$ cat src/rtl/asram_pkg.sv
package asram_pkg;

    localparam int ADDR_W_DEF = 17;
    localparam int DATA_W_DEF = 8;

    typedef enum logic [2:0] {
        ST_IDLE   = 3'd0,
        ST_READ   = 3'd1,
        ST_TURN   = 3'd2,
        ST_WSETUP = 3'd3,
        ST_WPULSE = 3'd4,
        ST_WHOLD  = 3'd5
    } asram_state_e;

    // Control pin levels presented to the device, registered as a group.
    typedef struct packed {
        logic sel_n;
        logic sel;
        logic oe_n;
        logic we_n;
        logic dq_oe;
    } asram_pins_t;

    localparam asram_pins_t PINS_PARK = '{sel_n: 1'b1, sel: 1'b0, oe_n: 1'b1, we_n: 1'b1, dq_oe: 1'b0};

    function automatic int ceil_div(input int t, input int p);
        return (t + p - 1) / p;
    endfunction

    function automatic int max_of(input int a, input int b);
        return (a > b) ? a : b;
    endfunction

    // Output-enable access time for a speed grade, in ns.
    function automatic int oe_access_ns(input int grade);
        if (grade <= 35)      return 10;
        else if (grade <= 45) return 20;
        else if (grade <= 55) return 25;
        else                  return 35;
    endfunction

    // Time for device outputs to release the bus after a disable, in ns.
    function automatic int float_ns(input int grade);
        if (grade <= 35)      return 10;
        else if (grade <= 45) return 15;
        else if (grade <= 55) return 20;
        else                  return 25;
    endfunction

    function automatic asram_pins_t pins_for(input asram_state_e s);
        asram_pins_t p;
        p = PINS_PARK;
        case (s)
            ST_READ: begin
                p.sel_n = 1'b0; p.sel = 1'b1; p.oe_n = 1'b0;
            end
            ST_WSETUP, ST_WHOLD: begin
                p.sel_n = 1'b0; p.sel = 1'b1; p.dq_oe = 1'b1;
            end
            ST_WPULSE: begin
                p.sel_n = 1'b0; p.sel = 1'b1; p.dq_oe = 1'b1; p.we_n = 1'b0;
            end
            default: p = PINS_PARK;
        endcase
        return p;
    endfunction

endpackage

$ cat src/rtl/asram_timer.sv
module asram_timer #(
    parameter int W = 4
) (
    input  logic         clk,
    input  logic         rst,
    input  logic         load,
    input  logic [W-1:0] load_val,
    output logic         last
);
    logic [W-1:0] cnt;

    always_ff @(posedge clk) begin
        if (rst)              cnt <= '0;
        else if (load)        cnt <= load_val;
        else if (cnt != '0)   cnt <= cnt - 1'b1;
    end

    // High in the final cycle of a loaded interval, and while expired.
    assign last = (cnt <= W'(1));
endmodule

$ cat src/rtl/asram_seq.sv
module asram_seq
    import asram_pkg::*;
#(
    parameter int CW     = 4,
    parameter int RD_CYC = 7,
    parameter int WP_CYC = 5,
    parameter int FL_CYC = 2
) (
    input  logic        clk,
    input  logic        rst,
    input  logic        req_fire,
    input  logic        req_write,
    output logic        idle,
    output asram_pins_t pins,
    output logic        capture,
    output logic        finish
);
    asram_state_e state, nxt;
    logic         phase_load, phase_last;
    logic [CW-1:0] phase_val;
    logic         turn_load, turn_last;

    asram_timer #(.W(CW)) u_phase (
        .clk(clk), .rst(rst), .load(phase_load), .load_val(phase_val), .last(phase_last)
    );

    asram_timer #(.W(CW)) u_turn (
        .clk(clk), .rst(rst), .load(turn_load), .load_val(CW'(FL_CYC)), .last(turn_last)
    );

    always_comb begin
        nxt = state;
        case (state)
            ST_IDLE: begin
                if (req_fire) begin
                    if (!req_write)     nxt = ST_READ;
                    else if (turn_last) nxt = ST_WSETUP;
                    else                nxt = ST_TURN;
                end
            end
            ST_READ:   if (phase_last) nxt = ST_IDLE;
            ST_TURN:   if (turn_last)  nxt = ST_WSETUP;
            ST_WSETUP: nxt = ST_WPULSE;
            ST_WPULSE: if (phase_last) nxt = ST_WHOLD;
            ST_WHOLD:  nxt = ST_IDLE;
            default:   nxt = ST_IDLE;
        endcase
    end

    assign phase_load = ((nxt == ST_READ) && (state != ST_READ)) ||
                        ((nxt == ST_WPULSE) && (state != ST_WPULSE));
    assign phase_val  = (nxt == ST_READ) ? CW'(RD_CYC) : CW'(WP_CYC);
    assign capture    = (state == ST_READ) && phase_last;
    assign turn_load  = capture;
    assign finish     = capture || (state == ST_WHOLD);
    assign idle       = (state == ST_IDLE);

    always_ff @(posedge clk) begin
        if (rst) begin
            state <= ST_IDLE;
            pins  <= PINS_PARK;
        end else begin
            state <= nxt;
            pins  <= pins_for(nxt);
        end
    end
endmodule

$ cat src/rtl/asram_datapath.sv
module asram_datapath #(
    parameter int AW = 17,
    parameter int DW = 8
) (
    input  logic          clk,
    input  logic          rst,
    input  logic          accept,
    input  logic [AW-1:0] req_addr,
    input  logic [DW-1:0] req_wdata,
    input  logic          capture,
    input  logic          finish,
    input  logic [DW-1:0] dq_in,
    output logic [AW-1:0] sram_addr,
    output logic [DW-1:0] dq_out,
    output logic [DW-1:0] rdata,
    output logic          done
);
    always_ff @(posedge clk) begin
        if (rst) begin
            sram_addr <= '0;
            dq_out    <= '0;
            rdata     <= '0;
            done      <= 1'b0;
        end else begin
            if (accept) begin
                sram_addr <= req_addr;
                dq_out    <= req_wdata;
            end
            if (capture) rdata <= dq_in;
            done <= finish;
        end
    end
endmodule

$ cat src/rtl/asram_ctrl.sv
module asram_ctrl
    import asram_pkg::*;
#(
    parameter int ADDR_W   = ADDR_W_DEF,
    parameter int DATA_W   = DATA_W_DEF,
    parameter int CLK_NS   = 5,
    parameter int GRADE_NS = 35,
    parameter int WP_NS    = 25
) (
    input  logic              clk,
    input  logic              rst,
    input  logic              req_valid,
    input  logic              req_write,
    input  logic [ADDR_W-1:0] req_addr,
    input  logic [DATA_W-1:0] req_wdata,
    output logic              req_ready,
    output logic              resp_done,
    output logic [DATA_W-1:0] resp_rdata,
    output logic [ADDR_W-1:0] sram_addr,
    output logic              sram_sel_n,
    output logic              sram_sel,
    output logic              sram_oe_n,
    output logic              sram_we_n,
    output logic [DATA_W-1:0] sram_dq_out,
    output logic              sram_dq_oe,
    input  logic [DATA_W-1:0] sram_dq_in
);
    // Address and chip-select access equal the grade; OE access is shorter or equal.
    localparam int RD_CYC = ceil_div(max_of(GRADE_NS, oe_access_ns(GRADE_NS)), CLK_NS);
    localparam int WP_CYC = ceil_div(WP_NS, CLK_NS);
    localparam int FL_CYC = ceil_div(float_ns(GRADE_NS), CLK_NS);
    localparam int MAX_CYC = max_of(max_of(RD_CYC, WP_CYC), FL_CYC);
    localparam int CW     = $clog2(MAX_CYC + 1);

    logic        idle, capture, finish, req_fire;
    asram_pins_t pins;

    assign req_ready = idle;
    assign req_fire  = req_valid && idle;

    asram_seq #(
        .CW(CW), .RD_CYC(RD_CYC), .WP_CYC(WP_CYC), .FL_CYC(FL_CYC)
    ) u_seq (
        .clk(clk), .rst(rst), .req_fire(req_fire), .req_write(req_write),
        .idle(idle), .pins(pins), .capture(capture), .finish(finish)
    );

    asram_datapath #(.AW(ADDR_W), .DW(DATA_W)) u_dp (
        .clk(clk), .rst(rst), .accept(req_fire), .req_addr(req_addr),
        .req_wdata(req_wdata), .capture(capture), .finish(finish),
        .dq_in(sram_dq_in), .sram_addr(sram_addr), .dq_out(sram_dq_out),
        .rdata(resp_rdata), .done(resp_done)
    );

    assign sram_sel_n = pins.sel_n;
    assign sram_sel   = pins.sel;
    assign sram_oe_n  = pins.oe_n;
    assign sram_we_n  = pins.we_n;
    assign sram_dq_oe = pins.dq_oe;
endmodule

$ cat config.mk
export PLATFORM = sky130hd
export DESIGN_NAME = asram_ctrl
export DESIGN_NICKNAME = d
export VERILOG_FILES = /design/src/rtl/asram_pkg.sv /design/src/rtl/asram_timer.sv /design/src/rtl/asram_seq.sv /design/src/rtl/asram_datapath.sv /design/src/rtl/asram_ctrl.sv
export SDC_FILE = /design/constraint.sdc
export NUM_CORES = 1
export LEC_CHECK = 0
export ABC_AREA = 1
export BUFFER_PORTS_ARGS = -buffer_cell sky130_fd_sc_hd__buf_4
export CAP_MARGIN = 20
export CORE_MARGIN = 5
export CORE_UTILIZATION = 51
export CTS_CLUSTER_DIAMETER = 30
export DETAILED_ROUTE_END_ITERATION = 8
export PLACE_DENSITY = 0.82
export SETUP_SLACK_MARGIN = 0.4
export SLEW_MARGIN = 40
export SYNTH_ARGS = -nofsm -noshare
export SYNTH_HDL_FRONTEND = slang
export SYNTH_SLANG_ARGS = --single-unit
$ cat constraint.sdc
create_clock -name clk -period 2.55 [get_ports clk]
set_clock_uncertainty 0.2 [all_clocks]
set_input_delay 0.255 -clock clk [delete_from_list [all_inputs] [get_ports clk]]
set_output_delay 0.255 -clock clk [all_outputs]
set_load 0.01 [all_outputs]
======== Word-level counts from Yosys, hierarchy flattened ========
Index checks and enable logic that the tools add are counted.
Widths: inputs -> output; s select.
operators by class
  add/subtract/negate cells ............... 2
  multipliers ............................. 0
  div/mod/pow operators ................... 0
  $lt $le $gt $ge ......................... 2
  equality and inequality tests ........... 11
  shifts and indexed selects .............. 0
  mux-type cells .......................... 16
  bitwise gates (word level) .............. 0
  reductions and logical operators ........ 14
operator list
  kind                 count
  $mux 3               7
  $pmux 3 s5           1
  $eq 3x3->1 const B   4
  $eq 3x2->1 const B   3
  $mux 2               4
  $eq 3x1->1 const B   2
  $le 3x1->1 const B   2
  $reduce_bool 3->1    2
  $sub 3x1->3 const B  2
  $logic_and 1x1->1    4
  $mux 1               4
  $reduce_bool 2->1    2
  $reduce_or 4->1      1
  $logic_not 3->1      1
  $ne 3x1->1 const B   1
  $ne 3x3->1 const B   1
  $reduce_or 3->1      1
  $logic_or 1x1->1     2
  $reduce_or 2->1      1
word-level totals
  register bits ........................... 48
  bits in latches ......................... 0
  RAM bits ................................ 0
  memory bits (read-only) ................. 0
  input port bits ......................... 37
  output and inout bits ................... 40
  word-level logic and storage cells ...... 58
  memories ................................ 0

======== Logic depth before layout (Yosys ltp) ========
  word-level depth ........................ 9
  gate-level depth with buffers ........... 11

======== Modules after synthesis ========
From an unflattened synthesis, not the netlist that was laid out.
second synthesis, totals
  cell total of the unflattened synthesis .. 352
  area total of the unflattened synthesis .. 2292.2 µm²
modules (own cells, without submodules)
  module          instances  cells an instance  area an instance (µm²)
  asram_datapath  1          213                1411.4
  asram_timer     2          37                 222.7
  asram_seq       1          63                 427.9
  asram_ctrl      1          2                  7.5

======== Worst setup path before layout ========
No wires, ideal clock.
  path kind ............................... register -> register
  start ................................... register u_seq.u_turn.cnt[1]
  end ..................................... register u_seq.u_turn.cnt[1]
  library setup time ...................... 70 ps
  arrival time ............................ 1182 ps
  data required time ...................... 2280 ps
  slack ................................... 1098 ps
  cell stages (with the launch flop) ...... 7
  path buffers ............................ 0
  period minus slack after synthesis ...... 1452 ps
  path through ............................ dfxtp_1 -> nor2_1 -> ha_1 -> or2_2 -> nor3_1 -> a21oi_1 -> a21oi_1
on the way
  longest elaborated chain between the ends .. 3
  elaborated cells between the ends (all ways) .. 5
ends and longest elaborated chain
  item                    RTL line           RTL
  start, declared         asram_timer.sv:10  logic [W-1:0] cnt;
  start signal, assigned  asram_timer.sv:14  else if (load) cnt <= load_val;
  start signal, assigned  asram_timer.sv:15  else if (cnt != '0) cnt <= cnt - 1'b1;
  $sub 3x1->3             asram_timer.sv:15
  $mux 2                  asram_timer.sv:15
  $mux 2                  asram_timer.sv:14
Several ways; a longest one is shown, not always the timed one. The select of a mux whose other input is x is not followed.
A chain may end at the register's enable or synchronous reset.

======== Worst setup path after layout ========
  start ................................... register u_seq.state[0]
  end ..................................... output port req_ready
on the way
  longest elaborated chain between the ends .. 1
ends and longest elaborated chain
  item                    RTL line          RTL
  start, declared         asram_seq.sv:18   asram_state_e state, nxt;
  start signal, assigned  asram_seq.sv:63   state <= nxt;
  $logic_not 3->1         asram_seq.sv:56   assign idle = (state == ST_IDLE);
  end, declared           asram_ctrl.sv:16  output logic req_ready,
Every way passes these cells.

==> flow_metrics.py <==
metrics = {
    "yosys": {
        "async_reset_ff_share_pct": 0,
        "mean_area_per_synthesized_cell_um2": 7.952,
        "syn-instance-count": 245,
        "synth_top_flop_cell": "sky130_fd_sc_hd__dfxtp_1",
        "netlist.area_leader.share_pct": 49.33,
        "yosysWarnings": 0,
        "mappedNetlistNets": 286,
        "synth_enable_flop_cells": 0,
        "syn-cell-area_um2": 1948,
        "synth_fa_ha_area_share_pct": 2.569,
        "synth_compound_area_share_pct": 11.11,
        "synth-seq-area-share_pct": 49.33,
        "synthXorXnorAreaFrac_pct": 0.4496,
        "post_synth_mux_area_share_pct": 0.5138,
        "share_of_synthesized_cell_area_in_and_or_nand_and_nor_gates_pct": 28.52,
        "synth_seq_cells": 48,
        "synth_top_area_cell": "sky130_fd_sc_hd__dfxtp_1",
        "synth_area_leaders": "sky130_fd_sc_hd__dfxtp_1 49%, sky130_fd_sc_hd__nand3_1 7.7%, sky130_fd_sc_hd__a21oi_1 7.5%",
        "synth_top_family_by_area": "simple AND/OR/NAND/NOR gates",
        "synth.lib_cells_used.distinct": 27,
    },
    "critical_path": {
        "timing.critical_path.arrival_ns": 1.33,
        "reg2reg_depth": 9,
        "setup.reg_to_reg.worst_slack_ns": 0.80,
        "end_kind": "primary output",
        "worst_r2r_endpoint": "u_seq.u_phase.cnt[1]$_SDFFE_PP0P_",
        "setup.worst_path.start_class": "register",
        "crit_fanout": 10,
        "rr_startpoint": "u_seq.state[0]$_SDFF_PP0_",
        "critPathKind": "register to primary output",
        "worst-endpoint-required_ns": 2.10,
    },
    "floorplan": {
        "io_pins": 77,
        "core_um2": 3689,
        "floorplan.initialDensity_pct": 52.82,
        "fp-row-count": 22,
        "die_width_um": 71.81,
        "dieHeight_um": 71.81,
        "design.die.area_um2": 5156,
    },
    "clocking": {
        "cts_hold_repair.buffers": 8,
        "clk_latency_ns": 0.30,
        "cts-resized-gates": 0,
        "cts_tree": "yes",
        "ctsHtreeMaxLevel": 2,
        "ctsRootBufferMaster": "sky130_fd_sc_hd__clkbuf_8",
        "numCtsBuffers": 5,
        "clockBufferDepth": 2,
        "cts_post_setup_buffers_inserted": 0,
        "cts_num_sinks": 48,
        "clk_pin_slew_worst_paths_ns": 0.08,
    },
    "placed_design": {
        "number_of_buffers_inserted_by_port_buffering": 76,
        "finalWeightedCongestion": 0.8895,
        "hpwlAfterDp_um": 3364,
        "placedCellCount": 357,
    },
    "hold_path": {
        "timing.hold.worst_path_depth": 3,
        "hold_class": "input pin to register",
        "hp-start": "req_addr[13]",
        "worst_hold_path.endpoint": "u_dp.sram_addr[13]$_SDFFE_PP0P_",
    },
    "sta": {
        "fin_crit_sh_pct": 69.81,
        "timing_max_transition_violations_final": 0,
        "final_hold_viol_count": 0,
        "max_freq_mhz": 561.8,
        "finalSetupViolations": 0,
        "setup_total_negative_slack_ns": 0,
        "grt_setup_unrepaired": "no",
        "slew_headroom_pct": 71.93,
        "max_slew.worst_pin.slew_ns": 0.4206,
        "finalCriticalPeriod_ns": 1.780,
    },
    "detailed_routing": {
        "num_vias": 1834,
        "met3WireLength_um": 252,
        "final_antenna_net_count": 0,
        "met2WireLength_um": 2444,
        "first_iter_violations": 211,
        "viasPerCell": 4.917,
        "drt-wirelength-per-cell_um": 12.75,
        "dr_pass1_iterations": 4,
        "total_wirelength_of_the_detailed_routed_design_um": 4756,
        "drc": 0,
        "top_layer_used": "met4",
        "met1_layer_wirelength_in_the_final_routing_um": 1897,
    },
    "global_route": {
        "overflow": 0,
        "maximum_number_of_pins_on_one_net_before_global_route_repair": 34,
        "initial_antenna_violation_count": 0,
        "grt_pass1_wl_um": 7845,
        "grt_pass1_vias": 1665,
        "grt_usage_pct": 19.31,
    },
    "status": {
        "outcome": "completed",
    },
    "final_layout": {
        "fillCellCount": 296,
        "drive_gt1_share_pct": 32.00,
        "design.final.nets": 365,
        "flow.area_growth_from_synthesis_pct": 40.08,
        "layoutNonFillerInstCount": 373,
        "antenna_cells_inserted": 0,
    },
    "pwr": {
        "design_power_total_mw": 2.819,
        "pwr_density_nw_per_um2": 1033,
        "vdd_ir_drop_max_uv": 707.0,
        "total_leakage_power_nw": 1.293,
    },
    "job": {
        "maxCapViolations": 0,
    },
}
==> through the flow <==
step	utilization [%]	hold slack [ns]	area, um2	worst slack [ns]
2_1_floorplan	-	0.1899	1948	1.098
3_3_place_gp	68.39	0.2531	2522	0.8656
3_5_place_dp	68.39	0.2560	2522	0.8112
4_1_cts	73.98	0.01158	2729	0.7603
5_1_grt	73.98	0.01166	2729	0.6111
6_report	73.98	0.01746	2729	0.7700
==> Yosys cell counts (2+ instances only) <==
cell                       number
sky130_fd_sc_hd__a21oi_1       29
sky130_fd_sc_hd__buf_2          6
sky130_fd_sc_hd__clkbuf_1       6
sky130_fd_sc_hd__dfxtp_1       48
sky130_fd_sc_hd__ha_1           4
sky130_fd_sc_hd__inv_1         16
sky130_fd_sc_hd__inv_2          4
sky130_fd_sc_hd__nand2_1       38
sky130_fd_sc_hd__nand2_2        3
sky130_fd_sc_hd__nand3_1       30
sky130_fd_sc_hd__nand3_2        4
sky130_fd_sc_hd__nor2_1        30
sky130_fd_sc_hd__nor2_2         2
sky130_fd_sc_hd__nor2_4         2
sky130_fd_sc_hd__nor3_1         2
sky130_fd_sc_hd__o21ai_0       10
==> power breakdown <==
group / internal (mW) / total (mW) / switching [mW]
Combinational: 0.514 / 1.17 / 0.657
Sequential: 0.941 / 1.06 / 0.117
Clock: 0.346 / 0.590 / 0.244
==> area by class of cell <==
cell class	instances	area [um2]	share of cell area, %
Tap cell	48	60.06	2.201
Multi-Input combinational cell	163	840.8	30.81
Timing Repair Buffer	86	665.6	24.39
Sequential cell	48	960.9	35.21
Inverter	20	75.07	2.751
Clock inverter	1	30.03	1.100
Clock buffer	7	96.34	3.530
==> metal layers <==
layer  vias up  track usage (%)
met3        13            5.330
met2        54            29.80
li1        952                -
met1       815            24.94
met4         0            8.977
met5         -                0
==> critical path, cell delays in order, from the launching register on <==
cell,delay [ns]
sky130_fd_sc_hd__dfxtp_1,0.42
sky130_fd_sc_hd__nor3_4,0.40
sky130_fd_sc_hd__buf_4,0.20
==> layout by cell type, fill, tap and decap left out, drive strengths merged, types with 7 or more instances in the layout <==
cell	instances
buf	78
dfxtp	48
nand2	41
nand3	35
nor2	34
a21oi	29
inv	20
o21ai	11
dlygate4sd3	8
clkbuf	7
==> cell families (layout without fill, tap and decap cells) <==
family / after synthesis / count (layout)
xor gates and xnor gates: 1 / 1
muxes: 1 / 1
DFF: 48 / 48
and+or+nand+nor: 115 / 115
adders and majority gates: 4 / 4
buffers and inverters: 34 / 114
AOI/OAI and AO/OA: 42 / 42
==> sequential cells by signal, indices dropped and copies added, names as in the netlist <==
signal / flops
u_dp.rdata: 8
u_dp.sram_addr: 17
u_dp.done: 1
u_seq.u_phase.cnt: 3
u_seq.u_turn.cnt: 3
u_seq.pins: 5
u_seq.state: 3
u_dp.dq_out: 8
==> how the worst max path moves through the flow <==
stage	startpoint	endpoint	slack [ns]	cells after the start
floorplan	u_seq.u_turn.cnt[1]$_SDFFE_PP0P_	u_seq.u_turn.cnt[1]$_SDFFE_PP0P_	1.10	6
global placement	u_seq.state[0]$_SDFF_PP0_	u_seq.u_phase.cnt[1]$_SDFFE_PP0P_	0.87	9
detailed placement	u_seq.state[0]$_SDFF_PP0_	u_seq.u_phase.cnt[1]$_SDFFE_PP0P_	0.81	9
CTS	u_seq.state[0]$_SDFF_PP0_	req_ready	0.76	2
global route	u_seq.state[0]$_SDFF_PP0_	u_seq.u_phase.cnt[0]$_SDFFE_PP0P_	0.61	9
finish	u_seq.state[0]$_SDFF_PP0_	req_ready	0.77	2
(Power assumes the default switching activity.)
